**src/rtl/sdram_init_pkg.sv**
```systemverilog
package sdram_init_pkg;

  // command code packed as {cs_n, ras_n, cas_n, we_n}
  typedef enum logic [3:0] {
    CMD_NOP = 4'b0111,
    CMD_PRE = 4'b0010,
    CMD_REF = 4'b0001,
    CMD_MRS = 4'b0000
  } cmd_e;

  typedef enum logic [3:0] {
    ST_STAB,
    ST_PRE,
    ST_TRP,
    ST_REF1,
    ST_TRFC1,
    ST_REF2,
    ST_TRFC2,
    ST_MRS,
    ST_TMRD,
    ST_DONE
  } seq_state_e;

  function automatic int unsigned stab_cycles(input int unsigned mhz, input int unsigned us);
    return mhz * us;
  endfunction

  function automatic int unsigned max_of4(input int unsigned a, input int unsigned b,
                                          input int unsigned c, input int unsigned d);
    int unsigned m;
    m = a;
    if (b > m) m = b;
    if (c > m) m = c;
    if (d > m) m = d;
    return m;
  endfunction

  // mode word: [2:0] burst length, [3] burst type, [6:4] CAS latency,
  // [8:7] operating mode (standard = 00), [9] write burst mode
  function automatic logic [9:0] pack_mode(input logic [2:0] bl, input logic bt,
                                           input logic [2:0] cl, input logic wb);
    return {wb, 2'b00, cl, bt, bl};
  endfunction

endpackage

```
**src/rtl/sdram_init_timer.sv**
```systemverilog
module sdram_init_timer #(
  parameter int unsigned CNT_W   = 14,
  parameter int unsigned RST_VAL = 0
) (
  input  logic             clk,
  input  logic             rst_n,
  input  logic             load,
  input  logic [CNT_W-1:0] load_val,
  output logic             zero
);

  logic [CNT_W-1:0] cnt;

  always_ff @(posedge clk) begin
    if (!rst_n)           cnt <= CNT_W'(RST_VAL);
    else if (load)        cnt <= load_val;
    else if (cnt != '0)   cnt <= cnt - 1'b1;
  end

  assign zero = (cnt == '0);

  // an expired timer never wraps around on its own
  a_r3_timer_hold: assert property (@(posedge clk) disable iff (!rst_n)
    (zero && !load) |=> zero);

endmodule

```
**src/rtl/sdram_init_fsm.sv**
```systemverilog
module sdram_init_fsm
  import sdram_init_pkg::*;
#(
  parameter int unsigned CNT_W = 14,
  parameter int unsigned T_RP  = 3,
  parameter int unsigned T_RFC = 9,
  parameter int unsigned T_MRD = 2
) (
  input  logic             clk,
  input  logic             rst_n,
  input  logic             tmr_zero,
  output logic             tmr_load,
  output logic [CNT_W-1:0] tmr_val,
  output cmd_e             cmd,
  output logic             init_done
);

  localparam logic [CNT_W-1:0] LD_RP  = CNT_W'(T_RP - 1);
  localparam logic [CNT_W-1:0] LD_RFC = CNT_W'(T_RFC - 1);
  localparam logic [CNT_W-1:0] LD_MRD = CNT_W'(T_MRD - 1);

  seq_state_e state, state_nx;

  always_comb begin
    state_nx = state;
    tmr_load = 1'b0;
    tmr_val  = '0;
    unique case (state)
      ST_STAB:  if (tmr_zero) state_nx = ST_PRE;
      ST_PRE:   begin state_nx = ST_TRP;   tmr_load = 1'b1; tmr_val = LD_RP;  end
      ST_TRP:   if (tmr_zero) state_nx = ST_REF1;
      ST_REF1:  begin state_nx = ST_TRFC1; tmr_load = 1'b1; tmr_val = LD_RFC; end
      ST_TRFC1: if (tmr_zero) state_nx = ST_REF2;
      ST_REF2:  begin state_nx = ST_TRFC2; tmr_load = 1'b1; tmr_val = LD_RFC; end
      ST_TRFC2: if (tmr_zero) state_nx = ST_MRS;
      ST_MRS:   begin state_nx = ST_TMRD;  tmr_load = 1'b1; tmr_val = LD_MRD; end
      ST_TMRD:  if (tmr_zero) state_nx = ST_DONE;
      default:  state_nx = ST_DONE;
    endcase
  end

  always_ff @(posedge clk) begin
    if (!rst_n) state <= ST_STAB;
    else        state <= state_nx;
  end

  always_comb begin
    unique case (state)
      ST_PRE:           cmd = CMD_PRE;
      ST_REF1, ST_REF2: cmd = CMD_REF;
      ST_MRS:           cmd = CMD_MRS;
      default:          cmd = CMD_NOP;
    endcase
  end

  assign init_done = (state == ST_DONE);

  logic is_ref;
  assign is_ref = (cmd == CMD_REF);

  // a refresh is always followed by NOP gap cycles
  a_r4_ref_then_gap: assert property (@(posedge clk) disable iff (!rst_n)
    is_ref |=> (cmd == CMD_NOP));

  // done is sticky until reset
  a_r7_done_sticky: assert property (@(posedge clk) disable iff (!rst_n)
    init_done |=> init_done);

  // after done only NOP is driven
  a_r7_done_nop: assert property (@(posedge clk) disable iff (!rst_n)
    init_done |-> (cmd == CMD_NOP));

  // done rises only after a NOP cycle of the mode wait
  a_r6_done_after_gap: assert property (@(posedge clk) disable iff (!rst_n)
    $rose(init_done) |-> ($past(cmd) == CMD_NOP));

endmodule

```
**src/rtl/sdram_init_addr.sv**
```systemverilog
module sdram_init_addr
  import sdram_init_pkg::*;
#(
  parameter int unsigned ADDR_W = 13
) (
  input  cmd_e              cmd,
  input  logic [2:0]        burst_len_i,
  input  logic              burst_type_i,
  input  logic [2:0]        cas_lat_i,
  input  logic              write_burst_i,
  output logic [ADDR_W-1:0] addr,
  output logic [1:0]        ba
);

  logic [9:0] mode_word;
  assign mode_word = pack_mode(burst_len_i, burst_type_i, cas_lat_i, write_burst_i);

  always_comb begin
    addr = '0;
    ba   = 2'b00;
    unique case (cmd)
      CMD_PRE: addr[10]  = 1'b1;
      CMD_MRS: addr[9:0] = mode_word;
      default: addr      = '0;
    endcase
  end

endmodule

```
**src/rtl/sdram_pwrup_seq.sv**
```systemverilog
module sdram_pwrup_seq
  import sdram_init_pkg::*;
#(
  parameter int unsigned CLK_MHZ   = 125,
  parameter int unsigned STABLE_US = 100,
  parameter int unsigned T_RP      = 3,
  parameter int unsigned T_RFC     = 9,
  parameter int unsigned T_MRD     = 2,
  parameter int unsigned ADDR_W    = 13
) (
  input  logic              clk,
  input  logic              rst_n,
  input  logic [2:0]        burst_len_i,
  input  logic              burst_type_i,
  input  logic [2:0]        cas_lat_i,
  input  logic              write_burst_i,
  output logic              cs_n,
  output logic              ras_n,
  output logic              cas_n,
  output logic              we_n,
  output logic [ADDR_W-1:0] addr,
  output logic [1:0]        ba,
  output logic              init_done
);

  localparam int unsigned STAB  = stab_cycles(CLK_MHZ, STABLE_US);
  localparam int unsigned MAXC  = max_of4(STAB, T_RP, T_RFC, T_MRD);
  localparam int unsigned CNT_W = $clog2(MAXC + 1);

  logic             tmr_load, tmr_zero;
  logic [CNT_W-1:0] tmr_val;
  cmd_e             cmd;

  sdram_init_timer #(.CNT_W(CNT_W), .RST_VAL(STAB - 1)) u_timer (
    .clk(clk), .rst_n(rst_n), .load(tmr_load), .load_val(tmr_val), .zero(tmr_zero)
  );

  sdram_init_fsm #(.CNT_W(CNT_W), .T_RP(T_RP), .T_RFC(T_RFC), .T_MRD(T_MRD)) u_fsm (
    .clk(clk), .rst_n(rst_n), .tmr_zero(tmr_zero), .tmr_load(tmr_load),
    .tmr_val(tmr_val), .cmd(cmd), .init_done(init_done)
  );

  sdram_init_addr #(.ADDR_W(ADDR_W)) u_addr (
    .cmd(cmd), .burst_len_i(burst_len_i), .burst_type_i(burst_type_i),
    .cas_lat_i(cas_lat_i), .write_burst_i(write_burst_i), .addr(addr), .ba(ba)
  );

  assign {cs_n, ras_n, cas_n, we_n} = cmd;

  logic is_pre, is_mrs;
  assign is_pre = ({cs_n, ras_n, cas_n, we_n} == 4'b0010);
  assign is_mrs = ({cs_n, ras_n, cas_n, we_n} == 4'b0000);

  // precharge targets all banks
  a_r2_pre_all: assert property (@(posedge clk) disable iff (!rst_n)
    is_pre |-> (addr[10] && ba == 2'b00));

  // mode load keeps reserved bits and bank clear
  a_r5_mrs_clean: assert property (@(posedge clk) disable iff (!rst_n)
    is_mrs |-> (ba == 2'b00 && addr[8:7] == 2'b00 && addr[ADDR_W-1:10] == '0));

  // nothing but NOP while init_done is low and the timer is still in the wait
  a_r1_wait_nop: assert property (@(posedge clk) disable iff (!rst_n)
    (!tmr_zero && !init_done && !tmr_load) |-> cs_n == 1'b0 && ras_n && cas_n && we_n);

endmodule

```
**config.mk**
```make
export PLATFORM = sky130hd
export DESIGN_NAME = sdram_pwrup_seq
export DESIGN_NICKNAME = d
export VERILOG_FILES = /design/src/rtl/sdram_init_pkg.sv /design/src/rtl/sdram_init_timer.sv /design/src/rtl/sdram_init_fsm.sv /design/src/rtl/sdram_init_addr.sv /design/src/rtl/sdram_pwrup_seq.sv
export SDC_FILE = /design/constraint.sdc
export NUM_CORES = 1
export LEC_CHECK = 0
export BUFFER_PORTS_ARGS = -buffer_cell sky130_fd_sc_hd__buf_2
export CAP_MARGIN = 20
export CORE_ASPECT_RATIO = 0.9
export CORE_UTILIZATION = 40
export DETAILED_ROUTE_END_ITERATION = 12
export PLACE_DENSITY = 0.66
export SLEW_MARGIN = 15
export SYNTH_ARGS = -nofsm -noshare
export SYNTH_HDL_FRONTEND = slang
export SYNTH_SLANG_ARGS = --single-unit
export TNS_END_PERCENT = 10
```
**constraint.sdc**
```tcl
create_clock -name clk -period 1.95 [get_ports clk]
set_clock_uncertainty 0.05 [all_clocks]
set_input_delay 0.195 -clock clk [delete_from_list [all_inputs] [get_ports clk]]
set_output_delay 0.195 -clock clk [all_outputs]
set_load 0.02 [all_outputs]
```
# [After elaboration in Yosys (flattened, before gate mapping)]
# Index checks and enable logic that the tools add are counted.
[word_totals] ff_bits=18 output_inout_bits=20 wordCells=39
[classes] n_addsub=1 n_eq_ne=15 n_mux=13 reduce_logical=8
[ops] operator="4-bit case mux with 9 select lines" n=1
[ops] operator="14-bit two-way mux" n=2
[ops] operator="4-bit two-way mux" n=5
[ops] operator="4-bit by 3-bit == test with 1-bit output (second input constant)" n=4
[ops] operator="14-bit logical NOT" n=1
[ops] operator="14-bit nonzero test" n=1
[ops] operator="14-bit by 1-bit subtractor with 14-bit output (second input constant)" n=1
[ops] operator="4-bit case mux with 3 select lines" n=1
[ops] operator="10-bit two-way mux" n=1
[ops] operator="2-bit inequality test (second input constant)" n=5
[ops] operator="3-bit case mux with 3 select lines" n=1
[ops] operator="4-bit by 2-bit == test with 1-bit output (second input constant)" n=2
[ops] operator="4-bit == test (second input constant)" n=2
[ops] operator="4-bit logical NOT" n=2
[ops] operator="5-bit AND reduction" n=1
[ops] operator="4-bit by 1-bit == test with 1-bit output (second input constant)" n=1
[ops] operator="4-bit OR reduction" n=1
[ops] operator="3-bit by 2-bit == test with 1-bit output (second input constant)" n=1
[ops] operator="1-bit two-way mux" n=2
[ops] operator="2-bit nonzero test" n=1
[ops] operator="2-bit OR reduction" n=1

# [Depth between registers and ports, before layout]
# Gate-level depths: netlist of run 1.
[logic_depth] ltp_word=5 depth_mapped=7 ltp_nobuf=6

# [By module]
# From an unflattened synthesis of run 1, not the netlist that was laid out.
[unflattened] cells_unflattened=154 hier_area_um2=1241.2
[modules_own_cells] module="sdram_init_timer" n_inst=1 cells_each=96 area_each_um2=793.3 seq_area_each_um2=280.3
[modules_own_cells] module="sdram_init_fsm" n_inst=1 cells_each=41 area_each_um2=319.1 seq_area_each_um2=80.1
[modules_own_cells] module="sdram_init_addr" n_inst=1 cells_each=17 area_each_um2=128.9 seq_area_each_um2=0.0

# [Least setup slack after synthesis of run 1]
# Ideal clock, no wire load.
[synth_timing] path_type="register to register" from="reg u_timer.cnt[0]" to="reg u_timer.cnt[10]" setup_time_ns=0.071 t_arrival_ns=2.064 required_time_ns=1.829 setup_slack_ns=-0.235 path_stages_with_launch=8 path_buffers=1 synth_period_minus_slack_ns=2.185 cell_sequence="dfxtp_1 > inv_1 > ha_1 > or3b_2 > buf_2 > or3_4 > or4_1 > a21oi_1"
[synth_via] elab_chain_len=3 elab_cells_between_ends=5 classes_between="add/sub (1); mux (2); reduce/logical (2)"
[synth_lines] element="start, declared" line="sdram_init_timer.sv:12" source="logic [CNT_W-1:0] cnt;"
[synth_lines] element="start signal, assigned" line="sdram_init_timer.sv:15" source="if (!rst_n) cnt <= CNT_W'(RST_VAL);"
[synth_lines] element="start signal, assigned" line="sdram_init_timer.sv:16" source="else if (load) cnt <= load_val;"
[synth_lines] element="start signal, assigned" line="sdram_init_timer.sv:17" source="else if (cnt != '0) cnt <= cnt - 1'b1;"
[synth_lines] element="14-bit by 1-bit subtractor with 14-bit output" line="sdram_init_timer.sv:17"
[synth_lines] element="14-bit two-way mux" line="sdram_init_timer.sv:17"
[synth_lines] element="14-bit two-way mux" line="sdram_init_timer.sv:16"
# Several ways; a longest one is shown, not always the timed one. The select of a mux whose other input is x is not followed.
# A chain may end at the register's enable or synchronous reset.

# [Worst setup path after layout of run 1]
[layout_timing] from="reg u_timer.cnt[0]" to="reg u_timer.cnt[0]"
# The elaborated chain is that of the path after synthesis.

==> flow_summary_export.csv, run 1 <==
group,metric,value,unit
run_status,status,"finished, violations left",
run_status,violations,"setup timing",
setup_path,arrival,2.11,ns
die,fp-row-count,17,
placed_design,port_buffers,22,
power_and_ir_drop,p_per_area,516,nW/µm²
timing,grt_setup_unrepaired,"true",
setup_path,cp-startpoint,"u_timer.cnt[0]$_SDFFE_PN1P_",
timing,post-route-period-util,102,%
clocking,cts_buffer_depth,2,
drt,vias,1099,
timing,setup_viol,1,
power_and_ir_drop,intPower,529,µW
global_routing,antenna_found_initial,0,
min_path,hp-class,"in -> reg",
die,die_width,56.3,µm
clocking,cts_hold_buffers,0,
setup_path,crit_buf_inv,1,
power_and_ir_drop,p_seq_share,54.4,%
placed_design,postPlaceCellArea,1280,µm²
synth,ys_async_sr_fraction,0,%
timing,final.setup.tns,-0.0310,ns
setup_path,worst-path-stages,6,
cells_and_area,diodes,0,
synth,synth_seq_area_share,33.9,%
synth,synth_ff_type,"dfxtp_1",
power_and_ir_drop,vdd_drop_max,622,µV
setup_path,start_kind,"flop",
setup_path,worstRegToRegCells,6,
timing,max_freq,505,MHz
global_routing,grt_pass1_vias,1013,
setup_path,worst_path_dominant_cell_family,"simple AND/OR/NAND/NOR gates",
die,start_util,42.7,%
power_and_ir_drop,power_switching,177,µW
power_and_ir_drop,clkPwrFrac,33.4,%
placed_design,dp_cells,188,
run,maxCapViolations,0,
setup_path,crit-reg2reg-launch,"u_timer.cnt[0]$_SDFFE_PN1P_",
drt,totalWireLength,2780,µm
clocking,clock_latency,0.30,ns
die,die_y,50.9,µm
synth,synthCells,129,
timing,maxSlewViolCount,0,
power_and_ir_drop,power,705,µW
cells_and_area,drive_gt1_share,36.1,%
synth,syn_avg_cell_area,8.23,µm²
setup_path,timing.rr.end,"u_timer.cnt[0]$_SDFFE_PN1P_",
die,die_area,2870,µm²
synth,ys_types,42,
synth,synth_seq_cells,18,
drt,firstDrtPassIters,4,
clocking,cts_buffers,3,
placed_design,routabilityCongestion,0.851,
cells_and_area,fin_cells,194,
placed_design,dp.final_hpwl,2030,µm
global_routing,grt_pass1_wl,4620,µm
min_path,whs_path_depth,2,
setup_path,worstPathCellList,"inv_2 > ha_4 > or3b_4 > or3_4 > nand3b_1 > a311o_1",
timing,finalHoldViolCount,0,
setup_path,ff2ff_setup_slack,-0.03,ns
cells_and_area,nets,178,
global_routing,gr-usage-all-layers,20.6,%
clocking,cts_tree,"yes",
clocking,h-tree-depth,1,
power_and_ir_drop,p_leak,0.000573,µW
drt,ant_nets,0,
drt,wl_per_cell,14.3,µm
global_routing,overflow,0,
setup_path,cp.required,2.08,ns
die,ios,30,
clocking,cts_root_buf,"clkbuf_4",
drt,drt-initial-drc-count,30,
cells_and_area,final_area,1370,µm²
drt,route.detailed.drc,0,
cells_and_area,final_common_cell,"buf_2",
cells_and_area,syn2layout_area_growth,28.7,%
power_and_ir_drop,power.share.switching,25.1,%
global_routing,grt_max_degree,13,
min_path,hp-start,"rst_n",
drt,vias_per_cell,5.66,
setup_path,slowest_delay,0.39,ns
clocking,clk_pin_slew,0.11,ns
timing,postLayoutSetupSlackWorst,-0.0310,ns
cells_and_area,final_cell_mix,"22 x buf_2, 17 x buf_4, 16 x dfxtp_1",
timing,period_minus_slack,1.98,ns
min_path,holdPathEnd,"u_timer.cnt[12]$_SDFFE_PN1P_",
setup_path,cp_max_fo,3,
synth,netlist_area,1060,µm²
synth,synthesis.yosys.warnings,0,
die,core-area,2490,µm²
setup_path,cpMaxStageDelayCell,"or3_4",
timing,whs,0.0690,ns
setup_path,critPathKind,"reg -> reg",
setup_path,setup.worst_path.end_class,"flop",
synth,synth-edff-count,0,
power_and_ir_drop,power_frac_comb,12.2,%
clocking,clock-sinks,18,
-- layer usage --
layer | track usage [%] | vias up | share of wire (%)
met2 | 34.1 | 23 | 50
met4 | 5.69 | 0 | 0
met3 | 5.32 | 0 | 3.5
li1 | - | 550 | -
met1 | 26.8 | 526 | 47
met5 | 0 | - | 0
-- Yosys cell counts, drive strengths merged (3+ instances only) --
cell	instances	area (µm²)
and2	8	50.1
clkbuf	4	15.0
nor3	3	15.0
dfxtp	18	360
a21oi	6	30.0
o41ai	4	35.0
nor2	11	41.3
nor4	4	25.0
nand2	3	11.3
o311ai	4	35.0
or4	7	53.8
o31ai	5	37.5
buf	9	62.6
inv	4	15.0
or3	6	42.5
o21ai	4	20.0
-- sequential cells by signal (all words and copies together) (netlist names) --
signal,count
u_fsm.state,4
u_timer.cnt,14
-- power by group through the flow --
stage          sequential [µW]  clock, µW  combinational (µW)
6_report                   384        236                86.1
5_1_grt                    385        253                94.6
4_1_cts                    383        238                83.5
3_5_place_dp               390          0                76.0
3_3_place_gp               389          0                74.3
2_1_floorplan              390          0                53.7
-- stage by stage --
step	util [%]	setup slack, ns
floorplan	-	-0.127
global placement	51.3	-0.0333
detailed placement	51.3	-0.0673
CTS	54.7	-0.0213
global route	55.0	-0.0761
finish	55.0	-0.0310
-- final cells by class --
class	count	area [µm²]
clock buffer	4	36.3
fill	221	1120
inverter	5	18.8
multi-input combinational	99	666
sequential	18	363
tap	28	35.0
timing repair buffer	40	249
-- how the worst max path moves through the flow --
stage	to	slack, ns
after floorplan	u_timer.cnt[10]$_SDFFE_PN0P_	-0.13
after global placement	u_timer.cnt[10]$_SDFFE_PN0P_	-0.03
after detailed placement	u_timer.cnt[10]$_SDFFE_PN0P_	-0.07
after CTS	u_timer.cnt[10]$_SDFFE_PN0P_	-0.02
after global routing	u_timer.cnt[0]$_SDFFE_PN1P_	-0.08
final	u_timer.cnt[0]$_SDFFE_PN1P_	-0.03
-- cells by family (layout without fill, tap and decap cells) --
family / count (synthesis) / after routing / share of synthesized area (%)
buf+inv: 18 / 49 / 9.07
compound gates: 30 / 30 / 20.1
xor+xnor: 2 / 2 / 1.65
simple gates: 59 / 59 / 33.7
other cells: 1 / 7 / 0.353
flops: 18 / 18 / 33.9
fa+ha+maj: 1 / 1 / 1.18
-- timing repair --
item | 4_1_cts | 5_1_grt
resized for setup | 12 | 2
setup endpoints to repair | 6 | 8
cloned | 0 | 0
pin swaps | 5 | 2
hold endpoints to repair | 0 | 0
setup buffers | 2 | 0
Note: power is estimated with default switching activity, not from simulation.
==> inputs of run 2 (changes only) <==
- CORE_UTILIZATION: 40 -> 46
- PLACE_DENSITY: 0.66 -> 0.75
- TNS_END_PERCENT: 10 -> 5
==> run 2 against run 1 <==
Against the previous run:
- the flow still finishes with violations (setup timing)
- fmax is 1.1% higher
- register-to-register slack improved by 0.02 ns
- flip-flop and latch count did not move
- final area shrank 1.4%
- first-iteration DRC count decreased by 33%
- sequential power about the same
- critical path type unchanged
- highest routed layer is now met4
==> flow_summary_export.csv, run 2 (synthesized netlist as in run 1, its figures left out) <==
group,metric,value,unit
die,ios,30,
timing,postLayoutSetupSlackWorst,-0.0100,ns
cells_and_area,largest_registers,"u_timer.cnt: 14 flops, u_fsm.state: 4 flops",
placed_design,port_buffers,22,
drt,route.detailed.drc,0,
timing,setup_viol,3,
cells_and_area,final_common_cell,"buf_2",
setup_path,cp.required,2.15,ns
clocking,clock_latency,0.30,ns
clocking,cts_root_buf,"clkbuf_4",
cells_and_area,drive_gt1_share,35.0,%
global_routing,overflow,0,
global_routing,grt_max_degree,13,
clocking,cts_buffers,3,
cells_and_area,final_cell_mix,"22 x buf_2, 16 x dfxtp_1, 13 x buf_4",
timing,whs,0.0874,ns
min_path,hp-class,"in -> reg",
placed_design,pre_cts_ws,-0.107,ns
run_status,status,"finished, violations left",
run,maxCapViolations,0,
cells_and_area,largest_reg_flops,14,
setup_path,cp_max_fo,6,
timing,post-route-period-util,101,%
timing,finalHoldViolCount,0,
die,start_util,48.7,%
drt,drt-initial-drc-count,20,
drt,firstDrtPassIters,4,
timing,period_minus_slack,1.96,ns
clocking,cts_tree,"yes",
die,core-area,2180,µm²
timing,maxSlewViolCount,0,
setup_path,ff2ff_setup_slack,-0.01,ns
placed_design,routabilityCongestion,0.904,
run_status,violations,"setup timing",
clocking,clock-sinks,18,
power_and_ir_drop,p_per_area,523,nW/µm²
die,die_y,47.6,µm
global_routing,antenna_found_initial,0,
power_and_ir_drop,vdd_drop_max,428,µV
drt,vias,1103,
global_routing,gr-usage-all-layers,24.4,%
cells_and_area,diodes,0,
die,die_area,2510,µm²
cells_and_area,nets,175,
timing,max_freq,510,MHz
timing,grt_setup_unrepaired,"true",
global_routing,grt_pass1_vias,951,
power_and_ir_drop,p_leak,0.000562,µW
die,die_width,52.7,µm
placed_design,dp.final_hpwl,1950,µm
die,fp-row-count,16,
drt,ant_nets,0,
cells_and_area,syn2layout_area_growth,27.0,%
setup_path,start_kind,"flop",
setup_path,arrival,2.16,ns
cells_and_area,regMostFlops,"u_timer.cnt",
setup_path,critPathKind,"reg -> reg",
drt,vias_per_cell,5.81,
clocking,h-tree-depth,1,
clocking,cts_buffer_depth,2,
clocking,clk_pin_slew,0.11,ns
drt,totalWireLength,2820,µm
global_routing,grt_pass1_wl,4340,µm
setup_path,setup.worst_path.end_class,"flop",
drt,wl_per_cell,14.9,µm
[run 2: final timing paths]
check,cells past startpoint,startpoint,endpoint
max,5,u_timer.cnt[4]$_SDFFE_PN1P_,u_timer.cnt[12]$_SDFFE_PN1P_
min,2,rst_n,u_timer.cnt[12]$_SDFFE_PN1P_
max reg2reg,5,u_timer.cnt[4]$_SDFFE_PN1P_,u_timer.cnt[12]$_SDFFE_PN1P_
min reg2reg,2,u_timer.cnt[11]$_SDFFE_PN0P_,u_timer.cnt[11]$_SDFFE_PN0P_
[run 2: area by class of cell]
class,instances,area (µm²)
clock buffers,4,36.3
fillers,188,833
inverters,5,18.8
multi-input cells,99,667
flip-flops and latches,18,363
well taps,27,33.8
repair buffers,37,230
[run 2: through the flow]
step	instances	setup TNS (ns)	utilization [%]	instance area, µm²	power, µW
floorplan	135	-0.245	-	1100	444
global placement	185	-0.0940	57.8	1260	462
detailed placement	185	-0.216	57.8	1260	464
CTS	190	-0.0445	61.2	1340	703
global route	190	-0.184	61.8	1350	734
finish	190	-0.0179	61.8	1350	705
[run 2: worst max-delay path, stage by stage (launching register included)]
cell     delay (ns)
dfxtp_1        0.32
or4_4          0.57
or3_4          0.41
buf_6          0.13
o31a_2         0.32
o21ai_1        0.11
[run 2: power by group]
part           internal (µW)  total, µW  leakage, µW  switching [µW]
Clock                    114        239    0.0000210             125
Sequential               376        383     0.000146            6.99
Combinational           37.2       82.8     0.000396            45.6
[run 2: per-layer routing]
layer / global-route usage, % / vias to the layer above / share of wire (%)
li1: - / 544 / -
met1: 31.0 / 510 / 42
met2: 41.3 / 43 / 48
met3: 5.71 / 6 / 7.9
met4: 8.42 / 0 / 1.7
met5: 0 / - / 0
[run 2: timing repair]
action	4_1_cts	5_1_grt
hold buffers	0	0
setup buffers	1	0
resized for setup	11	5
pin swaps	4	1
gates cloned	0	0
endpoints found under the setup margin	7	9
==> inputs of run 3 (changes only) <==
- CORE_UTILIZATION: 46 -> 50
- PLACE_DENSITY: 0.75 -> 0.77
- clock period: 1.95 -> 2.04 ns (I/O delays scaled with it)
==> run 3 against run 2 <==
Against the previous run:
- register-to-register slack improved by 0.02 ns
- utilization rose by 4.0 points
- critical endpoint is now u_timer.cnt[10]$_SDFFE_PN0P_
- total power down 5.6%
- die area decreased by 7.7%
- critical path depth grew 1
- the run now ends clean
- count of clock-buffer cells in the layout is the same
==> flow_summary_export.csv, run 3 (synthesized netlist as in run 1, its figures left out) <==
group,metric,value,unit
run_status,status,"finished clean",
clocking,h-tree-depth,1,
die,die_y,45.7,µm
timing,maxSlewViolCount,0,
setup_path,worstRegToRegCells,6,
timing,finalHoldViolCount,0,
setup_path,ff2ff_setup_slack,0.009,ns
cells_and_area,syn2layout_area_growth,21.0,%
drt,vias_per_cell,5.98,
cells_and_area,regMostFlops,"u_timer.cnt",
clocking,cts_buffer_depth,2,
setup_path,worst-path-stages,6,
timing,max_freq,492,MHz
cells_and_area,largest_reg_flops,14,
clocking,clk_pin_slew,0.11,ns
die,die_width,50.6,µm
global_routing,grt_max_degree,13,
global_routing,overflow,0,
setup_path,worstPathCellList,"inv_1 > ha_2 > or3b_4 > or3_4 > or4_1 > a21oi_1",
global_routing,antenna_found_initial,0,
cells_and_area,nets,170,
min_path,hp-class,"in -> reg",
global_routing,grt_pass1_wl,4190,µm
cells_and_area,finish.utilization,65.8,%
die,fp-row-count,15,
power_and_ir_drop,power,665,µW
timing,grt_setup_unrepaired,"true",
setup_path,cp.required,2.23,ns
die,core-area,1950,µm²
cells_and_area,drive_gt1_share,31.0,%
drt,vias,1094,
die,die_area,2310,µm²
drt,drt-initial-drc-count,40,
timing,post-route-period-util,99.6,%
drt,wl_per_cell,14.9,µm
setup_path,timing.rr.end,"u_timer.cnt[10]$_SDFFE_PN0P_",
die,ios,30,
power_and_ir_drop,p_leak,0.000531,µW
drt,route.detailed.drc,0,
run,maxCapViolations,0,
die,start_util,54.4,%
power_and_ir_drop,vdd_drop_max,575,µV
clocking,cts_hold_buffers,0,
setup_path,crit_buf_inv,1,
cells_and_area,final_cell_mix,"22 x buf_2, 17 x dfxtp_1, 11 x nor2_1",
drt,totalWireLength,2730,µm
clocking,cts_root_buf,"clkbuf_4",
setup_path,start_kind,"flop",
drt,ant_nets,0,
cells_and_area,final_common_cell,"buf_2",
setup_path,arrival,2.22,ns
setup_path,worst_path_dominant_cell_family,"simple AND/OR/NAND/NOR gates",
global_routing,grt_pass1_vias,924,
clocking,clock-sinks,18,
timing,period_minus_slack,2.03,ns
placed_design,dp.final_hpwl,2000,µm
placed_design,routabilityCongestion,0.851,
setup_path,cpMaxStageDelayCell,"or4_1",
cells_and_area,diodes,0,
setup_path,cp_max_fo,5,
timing,setup_viol,0,
setup_path,slowest_delay,0.47,ns
clocking,cts_tree,"yes",
cells_and_area,largest_registers,"u_timer.cnt: 14 flops, u_fsm.state: 4 flops",
setup_path,cp-startpoint,"u_timer.cnt[0]$_SDFFE_PN1P_",
setup_path,crit_end,"u_timer.cnt[10]$_SDFFE_PN0P_",
drt,firstDrtPassIters,4,
placed_design,port_buffers,22,
global_routing,gr-usage-all-layers,24.8,%
power_and_ir_drop,p_per_area,518,nW/µm²
clocking,cts_buffers,3,
setup_path,crit-reg2reg-launch,"u_timer.cnt[0]$_SDFFE_PN1P_",
setup_path,critPathKind,"reg -> reg",
clocking,clock_latency,0.30,ns
setup_path,setup.worst_path.end_class,"flop",
-- run 3: cell types whose count changed in the layout (fill, tap and decap cells not counted), sizes merged --
cell / delta
buf: -5
-- run 3: power by group --
part	internal (µW)	total, µW	switching (µW)	leakage [µW]
clock network	109	227	118	0.0000210
logic	29.7	71.5	41.7	0.000364
registers	360	367	7.70	0.000146
-- run 3: final cells by class --
class	count	area, µm²
fill	166	667
multi-input combinational	99	652
sequential	18	362
timing repair buffer	32	185
clock buffer	4	36.3
tap	25	31.3
inverter	5	18.8
-- run 3: metal layers --
layer  up-vias  routed length, µm  global-route usage (%)
met3         4                180                    6.33
met5         -                  0                       0
met4         0                 36                    8.33
met1       515               1150                    31.9
li1        534                  -                       -
met2        41               1360                    41.1
-- run 3: worst min-delay path by stage --
stage / depth (start not counted) / start / end / slack [ns]
final: 2 / rst_n / u_timer.cnt[12]$_SDFFE_PN1P_ / 0.09
after global routing: 2 / rst_n / u_timer.cnt[12]$_SDFFE_PN1P_ / 0.09
after CTS: 2 / rst_n / u_timer.cnt[12]$_SDFFE_PN1P_ / 0.09
after detailed placement: 2 / rst_n / u_timer.cnt[12]$_SDFFE_PN1P_ / 0.40
after global placement: 2 / rst_n / u_timer.cnt[12]$_SDFFE_PN1P_ / 0.40
after floorplan: 1 / rst_n / u_timer.cnt[12]$_SDFFE_PN1P_ / 0.23
-- run 3: through the flow --
stage / cells / area [µm²] / setup slack [ns] / hold slack, ns / TNS [ns]
3_3_place_gp: 178 / 1220 / 0.0686 / 0.398 / 0
6_report: 183 / 1280 / 0.00880 / 0.0897 / 0
2_1_floorplan: 135 / 1100 / -0.0371 / 0.230 / -0.0371
4_1_cts: 183 / 1270 / 0.0135 / 0.0946 / 0
5_1_grt: 183 / 1280 / -0.0592 / 0.0890 / -0.0787
3_5_place_dp: 178 / 1220 / 0.00611 / 0.403 / 0
-- run 3: timing repair --
| item | in CTS | in global routing |
|---|---|---|
| gates resized for setup | 2 | 4 |
| setup endpoints to repair | 1 | 6 |
| buffers inserted | 1 | 0 |
| hold endpoints to repair | 0 | 0 |
| pin swaps | 1 | 0 |
